<file path="src/rtl/boot_seq_pkg.sv">
package boot_seq_pkg;
    typedef enum logic [2:0] {
        ST_RESET     = 3'd0,
        ST_WAIT_LOCK = 3'd1,
        ST_LOADING   = 3'd2,
        ST_LOADED    = 3'd3,
        ST_LOAD_ERR  = 3'd4
    } seq_state_e;

    localparam logic [3:0] APP_NONE = 4'd0;
    localparam logic [3:0] APP_INIT = 4'd1;
endpackage

</file>
<file path="src/rtl/boot_sync.sv">
module boot_sync #(
    parameter int W = 2
) (
    input  logic         clk,
    input  logic         arst_n,
    input  logic [W-1:0] async_i,
    output logic [W-1:0] sync_o
);
    for (genvar g = 0; g < W; g++) begin : g_bit
        logic [1:0] st_d, st_q;
        always_comb begin
            st_d = {st_q[0], async_i[g]};
        end
        always_ff @(posedge clk or negedge arst_n) begin
            if (!arst_n) st_q <= '0;
            else         st_q <= st_d;
        end
        assign sync_o[g] = st_q[1];
    end
endmodule

</file>
<file path="src/rtl/boot_fsm.sv">
module boot_fsm
    import boot_seq_pkg::*;
#(
    parameter int CFG_W        = 16,
    parameter int RETRY_CYCLES = 16,
    parameter bit FPGA_TARGET  = 1'b1
) (
    input  logic             clk,
    input  logic             arst_n,
    input  logic             lock_s,
    input  logic             cfgdone_s,
    input  logic             ld_done_i,
    input  logic             ld_err_i,
    input  logic [CFG_W-1:0] ld_data_i,
    output seq_state_e       state_o,
    output logic [CFG_W-1:0] cfg_o,
    output logic             ld_req_o,
    output logic             core_rel_o,
    output logic             loaded_o
);
    localparam int CNT_W = (RETRY_CYCLES < 2) ? 1 : $clog2(RETRY_CYCLES);
    localparam logic [CNT_W-1:0] CNT_INIT = CNT_W'(RETRY_CYCLES - 1);

    typedef struct packed {
        seq_state_e       state;
        logic [CNT_W-1:0] cnt;
        logic [CFG_W-1:0] cfg;
    } fsm_regs_t;

    fsm_regs_t r_d, r_q;
    logic      ready;

    always_comb begin
        ready = lock_s && (cfgdone_s || !FPGA_TARGET);
        r_d   = r_q;
        unique case (r_q.state)
            ST_RESET:     r_d.state = ST_WAIT_LOCK;
            ST_WAIT_LOCK: if (ready) r_d.state = ST_LOADING;
            ST_LOADING: begin
                if (ld_err_i) begin
                    r_d.state = ST_LOAD_ERR;
                    r_d.cnt   = CNT_INIT;
                end else if (ld_done_i) begin
                    r_d.state = ST_LOADED;
                    r_d.cfg   = ld_data_i;
                end
            end
            ST_LOAD_ERR: begin
                if (r_q.cnt == '0) r_d.state = ST_LOADING;
                else               r_d.cnt   = r_q.cnt - 1'b1;
            end
            ST_LOADED:    r_d.state = ST_LOADED;
            default:      r_d.state = ST_RESET;
        endcase
    end

    always_ff @(posedge clk or negedge arst_n) begin
        if (!arst_n) r_q <= '{state: ST_RESET, cnt: '0, cfg: '0};
        else         r_q <= r_d;
    end

    assign state_o    = r_q.state;
    assign cfg_o      = r_q.cfg;
    assign ld_req_o   = (r_q.state == ST_LOADING);
    assign core_rel_o = (r_q.state != ST_RESET) && (r_q.state != ST_WAIT_LOCK);
    assign loaded_o   = (r_q.state == ST_LOADED);
endmodule

</file>
<file path="src/rtl/boot_access.sv">
module boot_access
    import boot_seq_pkg::*;
#(
    parameter int                ADDR_W    = 12,
    parameter int                DATA_W    = 16,
    parameter int                CFG_W     = 16,
    parameter logic [ADDR_W-1:0] STAT_ADDR = 12'h110,
    parameter logic [ADDR_W-1:0] CFG_ADDR  = 12'h140,
    parameter bit                SOFT_CORE = 1'b0
) (
    input  logic              clk,
    input  logic              arst_n,
    input  logic              core_rel,
    input  logic              loaded,
    input  logic [CFG_W-1:0]  cfg,
    input  logic              link_up_i,
    input  logic              pm_req_i,
    input  logic              reg_rd_i,
    input  logic [ADDR_W-1:0] reg_addr_i,
    output logic              pm_grant_o,
    output logic              pm_refuse_o,
    output logic              reg_ack_o,
    output logic              reg_nak_o,
    output logic [DATA_W-1:0] reg_data_o,
    output logic              host_oe_o,
    output logic              cfg_loaded_o,
    output logic [3:0]        app_state_o
);
    typedef struct packed {
        logic              grant;
        logic              refuse;
        logic              ack;
        logic              nak;
        logic [DATA_W-1:0] data;
    } acc_regs_t;

    acc_regs_t a_d, a_q;
    logic      rd_ok;

    always_comb begin
        rd_ok      = reg_rd_i && link_up_i && core_rel;
        a_d.grant  = pm_req_i && loaded;
        a_d.refuse = pm_req_i && !loaded;
        a_d.ack    = rd_ok;
        a_d.nak    = reg_rd_i && !rd_ok;
        a_d.data   = '0;
        if (rd_ok) begin
            if (reg_addr_i == STAT_ADDR)     a_d.data[0] = loaded;
            else if (reg_addr_i == CFG_ADDR) a_d.data    = DATA_W'(cfg);
        end
    end

    always_ff @(posedge clk or negedge arst_n) begin
        if (!arst_n) a_q <= '0;
        else         a_q <= a_d;
    end

    if (SOFT_CORE) begin : g_soft
        assign host_oe_o = core_rel;
    end else begin : g_discrete
        assign host_oe_o = loaded;
    end

    assign pm_grant_o   = a_q.grant;
    assign pm_refuse_o  = a_q.refuse;
    assign reg_ack_o    = a_q.ack;
    assign reg_nak_o    = a_q.nak;
    assign reg_data_o   = a_q.data;
    assign cfg_loaded_o = loaded && host_oe_o;
    assign app_state_o  = loaded ? APP_INIT : APP_NONE;
endmodule

</file>
<file path="src/rtl/boot_seq.sv">
module boot_seq
    import boot_seq_pkg::*;
#(
    parameter int                ADDR_W       = 12,
    parameter int                DATA_W       = 16,
    parameter int                CFG_W        = 16,
    parameter int                RETRY_CYCLES = 16,
    parameter logic [ADDR_W-1:0] STAT_ADDR    = 12'h110,
    parameter logic [ADDR_W-1:0] CFG_ADDR     = 12'h140,
    parameter bit                FPGA_TARGET  = 1'b1,
    parameter bit                SOFT_CORE    = 1'b0
) (
    input  logic              clk,
    input  logic              arst_n,
    input  logic              pll_lock_i,
    input  logic              cfg_done_i,
    input  logic              link_up_i,
    output logic              ld_req_o,
    input  logic              ld_done_i,
    input  logic              ld_err_i,
    input  logic [CFG_W-1:0]  ld_data_i,
    input  logic              pm_req_i,
    output logic              pm_grant_o,
    output logic              pm_refuse_o,
    input  logic              reg_rd_i,
    input  logic [ADDR_W-1:0] reg_addr_i,
    output logic              reg_ack_o,
    output logic              reg_nak_o,
    output logic [DATA_W-1:0] reg_data_o,
    output logic              core_rst_n_o,
    output logic              host_oe_o,
    output logic              cfg_loaded_o,
    output logic [3:0]        app_state_o,
    output logic [2:0]        state_o
);
    logic [1:0]       sync_out;
    seq_state_e       state;
    logic [CFG_W-1:0] cfg;
    logic             core_rel;
    logic             loaded;

    boot_sync #(.W(2)) u_sync (
        .clk     (clk),
        .arst_n  (arst_n),
        .async_i ({cfg_done_i, pll_lock_i}),
        .sync_o  (sync_out)
    );

    boot_fsm #(
        .CFG_W        (CFG_W),
        .RETRY_CYCLES (RETRY_CYCLES),
        .FPGA_TARGET  (FPGA_TARGET)
    ) u_fsm (
        .clk        (clk),
        .arst_n     (arst_n),
        .lock_s     (sync_out[0]),
        .cfgdone_s  (sync_out[1]),
        .ld_done_i  (ld_done_i),
        .ld_err_i   (ld_err_i),
        .ld_data_i  (ld_data_i),
        .state_o    (state),
        .cfg_o      (cfg),
        .ld_req_o   (ld_req_o),
        .core_rel_o (core_rel),
        .loaded_o   (loaded)
    );

    boot_access #(
        .ADDR_W    (ADDR_W),
        .DATA_W    (DATA_W),
        .CFG_W     (CFG_W),
        .STAT_ADDR (STAT_ADDR),
        .CFG_ADDR  (CFG_ADDR),
        .SOFT_CORE (SOFT_CORE)
    ) u_access (
        .clk          (clk),
        .arst_n       (arst_n),
        .core_rel     (core_rel),
        .loaded       (loaded),
        .cfg          (cfg),
        .link_up_i    (link_up_i),
        .pm_req_i     (pm_req_i),
        .reg_rd_i     (reg_rd_i),
        .reg_addr_i   (reg_addr_i),
        .pm_grant_o   (pm_grant_o),
        .pm_refuse_o  (pm_refuse_o),
        .reg_ack_o    (reg_ack_o),
        .reg_nak_o    (reg_nak_o),
        .reg_data_o   (reg_data_o),
        .host_oe_o    (host_oe_o),
        .cfg_loaded_o (cfg_loaded_o),
        .app_state_o  (app_state_o)
    );

    assign core_rst_n_o = core_rel;
    assign state_o      = state;
endmodule

</file>
<file path="config.mk">
export PLATFORM = sky130hd
export DESIGN_NAME = boot_seq
export DESIGN_NICKNAME = d
export VERILOG_FILES = /design/src/rtl/boot_seq_pkg.sv /design/src/rtl/boot_sync.sv /design/src/rtl/boot_fsm.sv /design/src/rtl/boot_access.sv /design/src/rtl/boot_seq.sv
export SDC_FILE = /design/constraint.sdc
export NUM_CORES = 1
export LEC_CHECK = 0
export ABC_AREA = 1
export CORE_AREA = 2 2 83 85
export CTS_CLUSTER_DIAMETER = 120
export CTS_CLUSTER_SIZE = 20
export DETAILED_ROUTE_END_ITERATION = 12
export DIE_AREA = 0 0 85 87
export SYNTH_ARGS = -nofsm -noshare
export SYNTH_HDL_FRONTEND = slang
export SYNTH_HIERARCHICAL = 1
export SYNTH_SLANG_ARGS = --single-unit
</file>
<file path="constraint.sdc">
create_clock -name clk -period 1.5 [get_ports clk]
set_input_delay 0.3 -clock clk [delete_from_list [all_inputs] [get_ports clk]]
set_output_delay 0.3 -clock clk [all_outputs]
set_load 0.03 [all_outputs]
</file>
**Word level (Yosys, flattened, before mapping)**

Cells that the tools add are included.

- Register bits after elaboration: 47
- Bits of input ports: 37
- Output and inout port bits: 31

- $add $sub $neg: 1
- Eq/ne operators: 12
- Mux-type cells: 13
- Bitwise gates (word level): 1
- Reduce and logical (&&, ||, !) cells: 16

Operator list:

| kind | count |
|---|---|
| $mux 16 | 2 |
| $eq 12x9->1 const B | 2 |
| $mux 15 | 1 |
| $pmux 3 s5 | 1 |
| $mux 3 | 4 |
| $reduce_and 3->1 | 3 |
| $mux 4 | 2 |
| $pmux 4 s2 | 1 |
| $logic_and 1x1->1 | 7 |
| $eq 3x2->1 const B | 2 |
| $ne 2x1->1 const B | 3 |
| $ne 3x1->1 const B | 2 |
| $logic_not 4->1 | 1 |
| $sub 4x1->4 const B | 1 |
| $eq 3x1->1 const B | 1 |
| $eq 3x3->1 const B | 1 |
| $logic_not 3->1 | 1 |
| $reduce_bool 3->1 | 1 |
| $logic_not 1->1 | 2 |
| $mux 1 | 2 |
| $ne 2x2->1 const B | 1 |
| $reduce_bool 2->1 | 1 |
| $not 1->1 | 1 |

**Longest topological paths before layout**

Gate-level depths: netlist of run 1.

- Word-level depth: 5
- Depth in mapped cells: 7

**Hierarchy**

Netlist of run 1, hierarchy kept.

By module, submodules not included:

| module | times used | cells each | area an instance (um2) | sequential area each (um2) |
|---|---|---|---|---|
| boot_fsm | 1 | 152 | 1,265.0 | 575.6 |
| boot_access | 1 | 89 | 839.6 | 500.5 |
| boot_sync | 1 | 6 | 115.1 | 100.1 |

**Least setup slack after synthesis of run 1**

Ideal clock, no wire load.

- Path type: register to register
- Start point: register u_fsm.r_q (netlist bit u_fsm/state_o[1])
- End point: register u_access.a_q (netlist bit u_access/reg_data_o[10])
- Setup time: 0.069 ns
- Data arrival time: 1.427 ns
- Data required time: 1.431 ns
- Path slack: 0.004 ns
- Cell stages (with the launch flop): 8
- Clock period less this slack: 1.496 ns
- Path through: dfrtp_1 > inv_2 > nand2_1 > nand3_1 > nor2_2 > nand2_2 > buf_6 > nor2_2

RTL lines:

| element | line | source |
|---|---|---|
| start, declared | boot_fsm.sv:30 | `fsm_regs_t r_d, r_q;` |
| start signal, assigned | boot_fsm.sv:58 | `if (!arst_n) r_q <= '{state: ST_RESET, cnt: '0, cfg: '0};` |
| start signal, assigned | boot_fsm.sv:59 | `else r_q <= r_d;` |
| end signal, assigned | boot_access.sv:54 | `if (!arst_n) a_q <= '0;` |
| end signal, assigned | boot_access.sv:55 | `else a_q <= a_d;` |
| end, declared | boot_access.sv:37 | `acc_regs_t a_d, a_q;` |

**Final worst setup path of run 1**

- Start point: register u_fsm.r_q (netlist bit u_fsm/state_o[2])
- End point: output ld_req_o

- Word-level cells in the longest chain between the ends: 1

RTL lines:

| element | line | source |
|---|---|---|
| $eq 3x2->1 | boot_fsm.sv:64 | `assign ld_req_o = (r_q.state == ST_LOADING);` |
| end, declared | boot_seq.sv:18 | `output logic ld_req_o,` |

No other way between the ends.

==> impl_metrics.env, run 1 <==
export IMPL_grt_overflow_total=0
export IMPL_min_delay_path_class="flop to flop"
export IMPL_p_total_w=0.00479
export IMPL_fmax_ghz=0.676
export IMPL_top_level_ports=68
export IMPL_p_leak_nw=1.60
export IMPL_area_delta_synth_final_pct=35.5
export IMPL_skew_ns=0.00544
export IMPL_worstPathArrival_ns=1.18
export IMPL_hp_start="u_sync/g_bit[0].st_q[0]"
export IMPL_worst_r2r_cell_count=8
export IMPL_drc=0
export IMPL_postRouteAntennaNets=0
export IMPL_yosysSeqAreaShare=0.530
export IMPL_setup_tns_ns=0
export IMPL_ys_types=23
export IMPL_grt_pass1_wl_um=7170
export IMPL_timing_critical_path_buf_inv=3
export IMPL_die_area_um2=7400
export IMPL_regArea_um2=1180
export IMPL_chipHeight_um=87
export IMPL_avgSynthCellArea_um2=8.99
export IMPL_synth_seq_cells=47
export IMPL_cts_buffer_depth=2
export IMPL_sw_frac_of_total=0.378
export IMPL_initial_utilization=0.338
export IMPL_critical_path_class="flop to output pin"
export IMPL_fillers=619
export IMPL_fp_dieW_um=85
export IMPL_status="finished, final reports clean"
export IMPL_timing_rr_end="u_fsm/cfg_o[0]"
export IMPL_slowest_delay_ns=0.41
export IMPL_r2r_slack_ns=0.12
export IMPL_end_kind="output pin"
export IMPL_cts_tree="yes"
export IMPL_root_buffer="clkbuf_8"
export IMPL_p_sw_w=0.00181
export IMPL_core_um2=6570
export IMPL_placed_area_um2=2800
export IMPL_crit_chain="buf_4 > nor2_4 > nand2_4 > inv_2 > buf_6"
export IMPL_drv_cap=0
export IMPL_ir_worst_vdd_uv=793
export IMPL_crit_start="u_fsm/state_o[2]"
export IMPL_start_kind="flop"
export IMPL_slew_violations=0
export IMPL_cts_sinks=47
export IMPL_hold_viol=0
export IMPL_power_internal_w=0.00298
export IMPL_power_frac_clock=0.199
export IMPL_hpwlAfterDp_um=3050
export IMPL_power_density_nw_per_um2=1590
export IMPL_hold_end="u_sync/g_bit[0].st_q[1]"
export IMPL_finalSetupViolCount=0
export IMPL_final_cells=386
export IMPL_drive_gt1_frac=0.196
export IMPL_cp_max_fo=2
export IMPL_wl_um=4190
export IMPL_crit_family="flip-flops"
export IMPL_wl_per_cell_um=10.9
export IMPL_whs_path_depth=0
export IMPL_clkLatencyLatePin_ns=0.30
export IMPL_viasPerCell=4.11
export IMPL_regToRegStartpoint="u_fsm/state_o[2]"
export IMPL_min_period_over_period=0.986
export IMPL_synthCells=247
export IMPL_track_usage=0.122
export IMPL_finalCriticalPeriod_ns=1.48
export IMPL_fin_area_um2=3010
export IMPL_crit_slowest_cell="dfrtp_1"
export IMPL_clkTransAtPathRegs_ns=0.09
export IMPL_multi_input_area_um2=694
export IMPL_gp_congestion=0.773
export IMPL_rsz0062_at_grt="yes"
export IMPL_num_rows=30
export IMPL_hold_ws_ns=0.356
export IMPL_grt_pass1_vias=1534
export IMPL_yosys_warnings=6
export IMPL_antenna_found_initial=0
export IMPL_numCtsBuffers=5
export IMPL_io_buffers=64
export IMPL_antenna_cells=0
export IMPL_p_seq_frac=0.382
export IMPL_firstDrtPassIters=4
export IMPL_vias=1588
export IMPL_cp_data_required_time_ns=1.20
export IMPL_fin_nets=343
export IMPL_synth_area_um2=2220
export IMPL_comb_power_share=0.419
export IMPL_drt_initial_drc_count=56
export IMPL_htree_levels=2
export IMPL_placed_cells=369
export IMPL_mostFrequentLayoutCells="nand2_1 (60), dfrtp_1 (46), clkdlybuf4s50_1 (35), inv_1 (29), nand3_1 (26)"
export IMPL_grt_start_max_net_pins=48
export IMPL_layout_commonest_cell="nand2_1"
## registers in the layout, summed over array words and instances (netlist names)
register,flops
u_access/reg_data_o,16
u_fsm/cfg_o,16
u_fsm/r_q,4
u_sync/g_bit.st_q,4
u_fsm/state_o,3
u_access/pm_grant_o,1
u_access/pm_refuse_o,1
u_access/reg_ack_o,1
u_access/reg_nak_o,1
## logic make-up (layout without fill, tap and decap cells)
kind of cell    Yosys count  in the layout  synth area share
simple gates            128            128             0.278
buf+inv                  65            122             0.170
flops                    47             47             0.530
compound gates            4              4            0.0101
fa+ha+maj                 1              1           0.00564
other cells               1              3           0.00169
xor+xnor                  1              1           0.00395
## power groups by stage
stage | Clock, W | Combinational [W] | Sequential [W]
2_1_floorplan | 0 | 0.00148 | 0.00187
3_3_place_gp | 0 | 0.00171 | 0.00184
3_5_place_dp | 0 | 0.00175 | 0.00185
4_1_cts | 0.000987 | 0.00194 | 0.00183
5_1_grt | 0.00104 | 0.00223 | 0.00188
6_report | 0.000953 | 0.00201 | 0.00183
## layer usage
metal  vias up  share of wire  track usage
met1       717           0.41        0.146
met4         0              0       0.0433
met5         -              0            0
met2        36           0.54        0.212
met3         0          0.054       0.0332
li1        835              -            -
## worst max path at each step
stage          slack, ns  cells past startpoint                      end
5_1_grt            -0.04                      5                 ld_req_o
6_report            0.02                      5                 ld_req_o
2_1_floorplan      0.004                      7  u_access/reg_data_o[10]
3_3_place_gp       -0.09                      5            u_fsm/r_q[17]
4_1_cts            -0.01                      5             cfg_loaded_o
3_5_place_dp       -0.10                      5            u_fsm/r_q[16]
## Yosys cell counts
| master | n | area share |
|---|---|---|
| buf_4 | 27 | 0.091 |
| dfrtp_1 | 47 | 0.53 |
| a21oi_1 | 1 | 0.0023 |
| buf_6 | 3 | 0.015 |
| clkbuf_1 | 1 | 0.0017 |
| xnor2_1 | 1 | 0.0039 |
| nor2_8 | 1 | 0.0090 |
| nor2_1 | 17 | 0.029 |
| nand2_2 | 2 | 0.0056 |
| nand2_4 | 3 | 0.015 |
| and2_1 | 1 | 0.0028 |
| nand2_1 | 60 | 0.10 |
| inv_2 | 1 | 0.0017 |
| ha_1 | 1 | 0.0056 |
| nor2_4 | 3 | 0.015 |
| nor2_2 | 12 | 0.034 |
| inv_1 | 32 | 0.054 |
| clkbuf_8 | 1 | 0.0062 |
| a21boi_0 | 1 | 0.0034 |
| o21ai_0 | 2 | 0.0045 |
| nand4_1 | 2 | 0.0056 |
| nand3_1 | 27 | 0.061 |
| conb_1 | 1 | 0.0017 |
## cell type report
| type | count | share of cell area |
|---|---|---|
| well taps | 80 | 0.0333 |
| clock buffers | 5 | 0.0229 |
| inverters | 33 | 0.0428 |
| repair buffers | 81 | 0.263 |
| clock inverters | 3 | 0.0158 |
| flip-flops and latches | 47 | 0.391 |
| multi-input cells | 137 | 0.231 |
## metrics by stage
step / setup WS (ns) / util
6_report: 0.0215 / 0.458
3_5_place_dp: -0.102 / 0.426
5_1_grt: -0.0419 / 0.458
3_3_place_gp: -0.0862 / 0.426
4_1_cts: -0.0128 / 0.453
2_1_floorplan: 0.00441 / -
## repair_timing
action | CTS | global route
hold buffers | 1 | 0
setup buffers | 6 | 2
pin swaps | 2 | 0
resized for setup | 32 | 6
hold endpoints to repair | 47 | 0
setup endpoints to repair | 25 | 13
Note: power is estimated with default switching activity, not from simulation.
==> run 2, diff against run 1 <==
--- a/config.mk
+++ b/config.mk
@@ -6,11 +6,14 @@
 export NUM_CORES = 1
 export LEC_CHECK = 0
 export ABC_AREA = 1
-export CORE_AREA = 2 2 83 85
+export CELL_PAD_IN_SITES_DETAIL_PLACEMENT = 1
+export CELL_PAD_IN_SITES_GLOBAL_PLACEMENT = 1
+export CORE_AREA = 4 4 86 88
 export CTS_CLUSTER_DIAMETER = 120
 export CTS_CLUSTER_SIZE = 20
 export DETAILED_ROUTE_END_ITERATION = 12
-export DIE_AREA = 0 0 85 87
+export DIE_AREA = 0 0 90 92
+export PLACE_DENSITY_LB_ADDON = 0.1
 export SYNTH_ARGS = -nofsm -noshare
 export SYNTH_HDL_FRONTEND = slang
 export SYNTH_HIERARCHICAL = 1
==> run 2 against run 1 <==
  * Core utilization decreased by 0.50 points
  * Wire length increased by 16%
  * Via count increased by 5.3%
  * Sequential power about the same
  * First-iteration DRC count decreased by 30%
  * Critical path depth unchanged
  * Maximum frequency decreased by 1.3%
  * Flip-flop and latch count unchanged
  * Worst setup slack got worse by 0.020 ns
  * Hold slack got worse by 0.0021 ns
  * Clock-buffer cell count unchanged
  * Cell count decreased by 0.26%
  * Largest cell class unchanged
  * Largest power group unchanged
==> impl_metrics.env, run 2 (synthesized netlist as in run 1, its figures left out) <==
export IMPL_timing_rr_end="u_fsm/cfg_o[4]"
export IMPL_core_um2=6640
export IMPL_clkTransAtPathRegs_ns=0.09
export IMPL_num_rows=30
export IMPL_start_kind="flop"
export IMPL_die_area_um2=8280
export IMPL_timing_critical_path_buf_inv=3
export IMPL_fmax_ghz=0.668
export IMPL_drive_gt1_frac=0.190
export IMPL_crit_chain="buf_6 > nor2_4 > nand2_4 > inv_2 > buf_6"
export IMPL_grt_pass1_vias=1706
export IMPL_finalSetupViolCount=0
export IMPL_area_delta_synth_final_pct=35.6
export IMPL_hpwlAfterDp_um=3560
export IMPL_clkLatencyLatePin_ns=0.30
export IMPL_grt_overflow_total=0
export IMPL_r2r_slack_ns=0.10
export IMPL_endpoint="ld_req_o"
export IMPL_cp_max_fo=3
export IMPL_initial_utilization=0.334
export IMPL_cts_tree="yes"
export IMPL_crit_family="flip-flops"
export IMPL_cp_num_cells=5
export IMPL_ir_worst_vdd_uv=584
export IMPL_firstDrtPassIters=4
export IMPL_mostFrequentLayoutCells="nand2_1 (60), dfrtp_1 (46), clkdlybuf4s50_1 (35), inv_1 (29), nand3_1 (26)"
export IMPL_slowest_delay_ns=0.42
export IMPL_htree_levels=2
export IMPL_drv_cap=0
export IMPL_crit_top_cell="buf_6"
export IMPL_p_leak_nw=1.60
export IMPL_chipHeight_um=92
export IMPL_fp_dieW_um=90
export IMPL_viasPerCell=4.34
export IMPL_vias=1672
export IMPL_antenna_cells=0
export IMPL_layout_commonest_cell="nand2_1"
export IMPL_regToRegStartpoint="u_fsm/state_o[2]"
export IMPL_min_period_over_period=0.999
export IMPL_fin_util=0.453
export IMPL_power_density_nw_per_um2=1590
export IMPL_cts_buffer_depth=2
export IMPL_crit_slowest_cell="dfrtp_1"
export IMPL_drt_initial_drc_count=39
export IMPL_io_buffers=64
export IMPL_antenna_found_initial=0
export IMPL_wl_um=4880
export IMPL_rsz0062_at_grt="yes"
export IMPL_cp_data_required_time_ns=1.20
export IMPL_wl_per_cell_um=12.7
export IMPL_critical_path_class="flop to output pin"
export IMPL_status="finished, final reports clean"
export IMPL_placed_cells=371
export IMPL_postRouteAntennaNets=0
export IMPL_grt_pass1_wl_um=8220
export IMPL_top_level_ports=68
export IMPL_crit_start="u_fsm/state_o[2]"
export IMPL_drc=0
export IMPL_end_kind="output pin"
export IMPL_gp_congestion=0.743
export IMPL_track_usage=0.125
export IMPL_worstPathArrival_ns=1.20
export IMPL_cts_sinks=47
export IMPL_fin_nets=342
export IMPL_finalCriticalPeriod_ns=1.50
export IMPL_root_buffer="clkbuf_8"
export IMPL_worst_r2r_cell_count=8
export IMPL_numCtsBuffers=5
export IMPL_hold_viol=0
export IMPL_slew_violations=0
export IMPL_skew_ns=0.00967
export IMPL_min_delay_path_class="flop to flop"
export IMPL_grt_start_max_net_pins=48
export IMPL_final_cells=385
[run 2: cell count changes in the layout (fill, tap and decap cells not counted), sizes merged]
cell | previous run | this run
dlygate4sd2 | 20 | 21
clkinvlp | 0 | 1
buf | 24 | 23
clkinv | 1 | 0
clkbuf | 6 | 5
[run 2: what timing repair did]
item / in CTS / in global routing
endpoints found under the hold margin: 47 / 0
setup endpoints to repair: 25 / 13
pin swaps: 2 / 1
setup buffers: 4 / 1
gates resized for setup: 29 / 5
hold buffers: 1 / 0
[run 2: cell type report]
cell class / instances / area [um^2]
Fill cell: 801 / 3630
Sequential cell: 47 / 1180
Timing Repair Buffer: 80 / 796
Multi-Input combinational cell: 137 / 694
Inverter: 33 / 126
Tap cell: 80 / 100
Clock buffer: 5 / 68.8
Clock inverter: 3 / 46.3
[run 2: power breakdown]
part	total, W	leakage [nW]	switching, W	internal (W)
logic	0.00202	0.942	0.00116	0.000861
registers	0.00182	0.603	0.000225	0.00160
clock network	0.000957	0.0548	0.000454	0.000502
[run 2: worst min path at each step]
stage,slack (ns),from,endpoint,depth (start not counted)
after floorplan,0.004,arst_n,u_access/pm_grant_o,0
after global placement,0.31,arst_n,u_access/pm_refuse_o,2
after detailed placement,0.31,arst_n,u_access/pm_refuse_o,2
after CTS,0.36,u_sync/g_bit[1].st_q[0],u_sync/g_bit[1].st_q[1],0
after global routing,0.37,u_sync/g_bit[1].st_q[0],u_sync/g_bit[1].st_q[1],0
final,0.35,u_sync/g_bit[1].st_q[0],u_sync/g_bit[1].st_q[1],0
[run 2: metal layers]
metal  global-route usage  routed length [um]  vias up
li1                     -                   -      827
met1                0.151                2050      790
met2                0.212                2460       49
met3               0.0394                 302        6
met4               0.0421                  66        0
met5                    0                   0        -
[run 2: per-stage QoR]
stage | instance area, um^2 | worst slack, ns | power [W] | hold WS [ns] | setup TNS, ns
2_1_floorplan | 2230 | 0.00441 | 0.00335 | 0.00441 | 0
3_3_place_gp | 2830 | -0.0821 | 0.00364 | 0.309 | -0.337
3_5_place_dp | 2830 | -0.135 | 0.00370 | 0.307 | -1.07
4_1_cts | 2980 | -0.0102 | 0.00480 | 0.358 | -0.0102
5_1_grt | 3010 | -0.0606 | 0.00517 | 0.366 | -0.0738
6_report | 3010 | 0.00195 | 0.00480 | 0.354 | 0
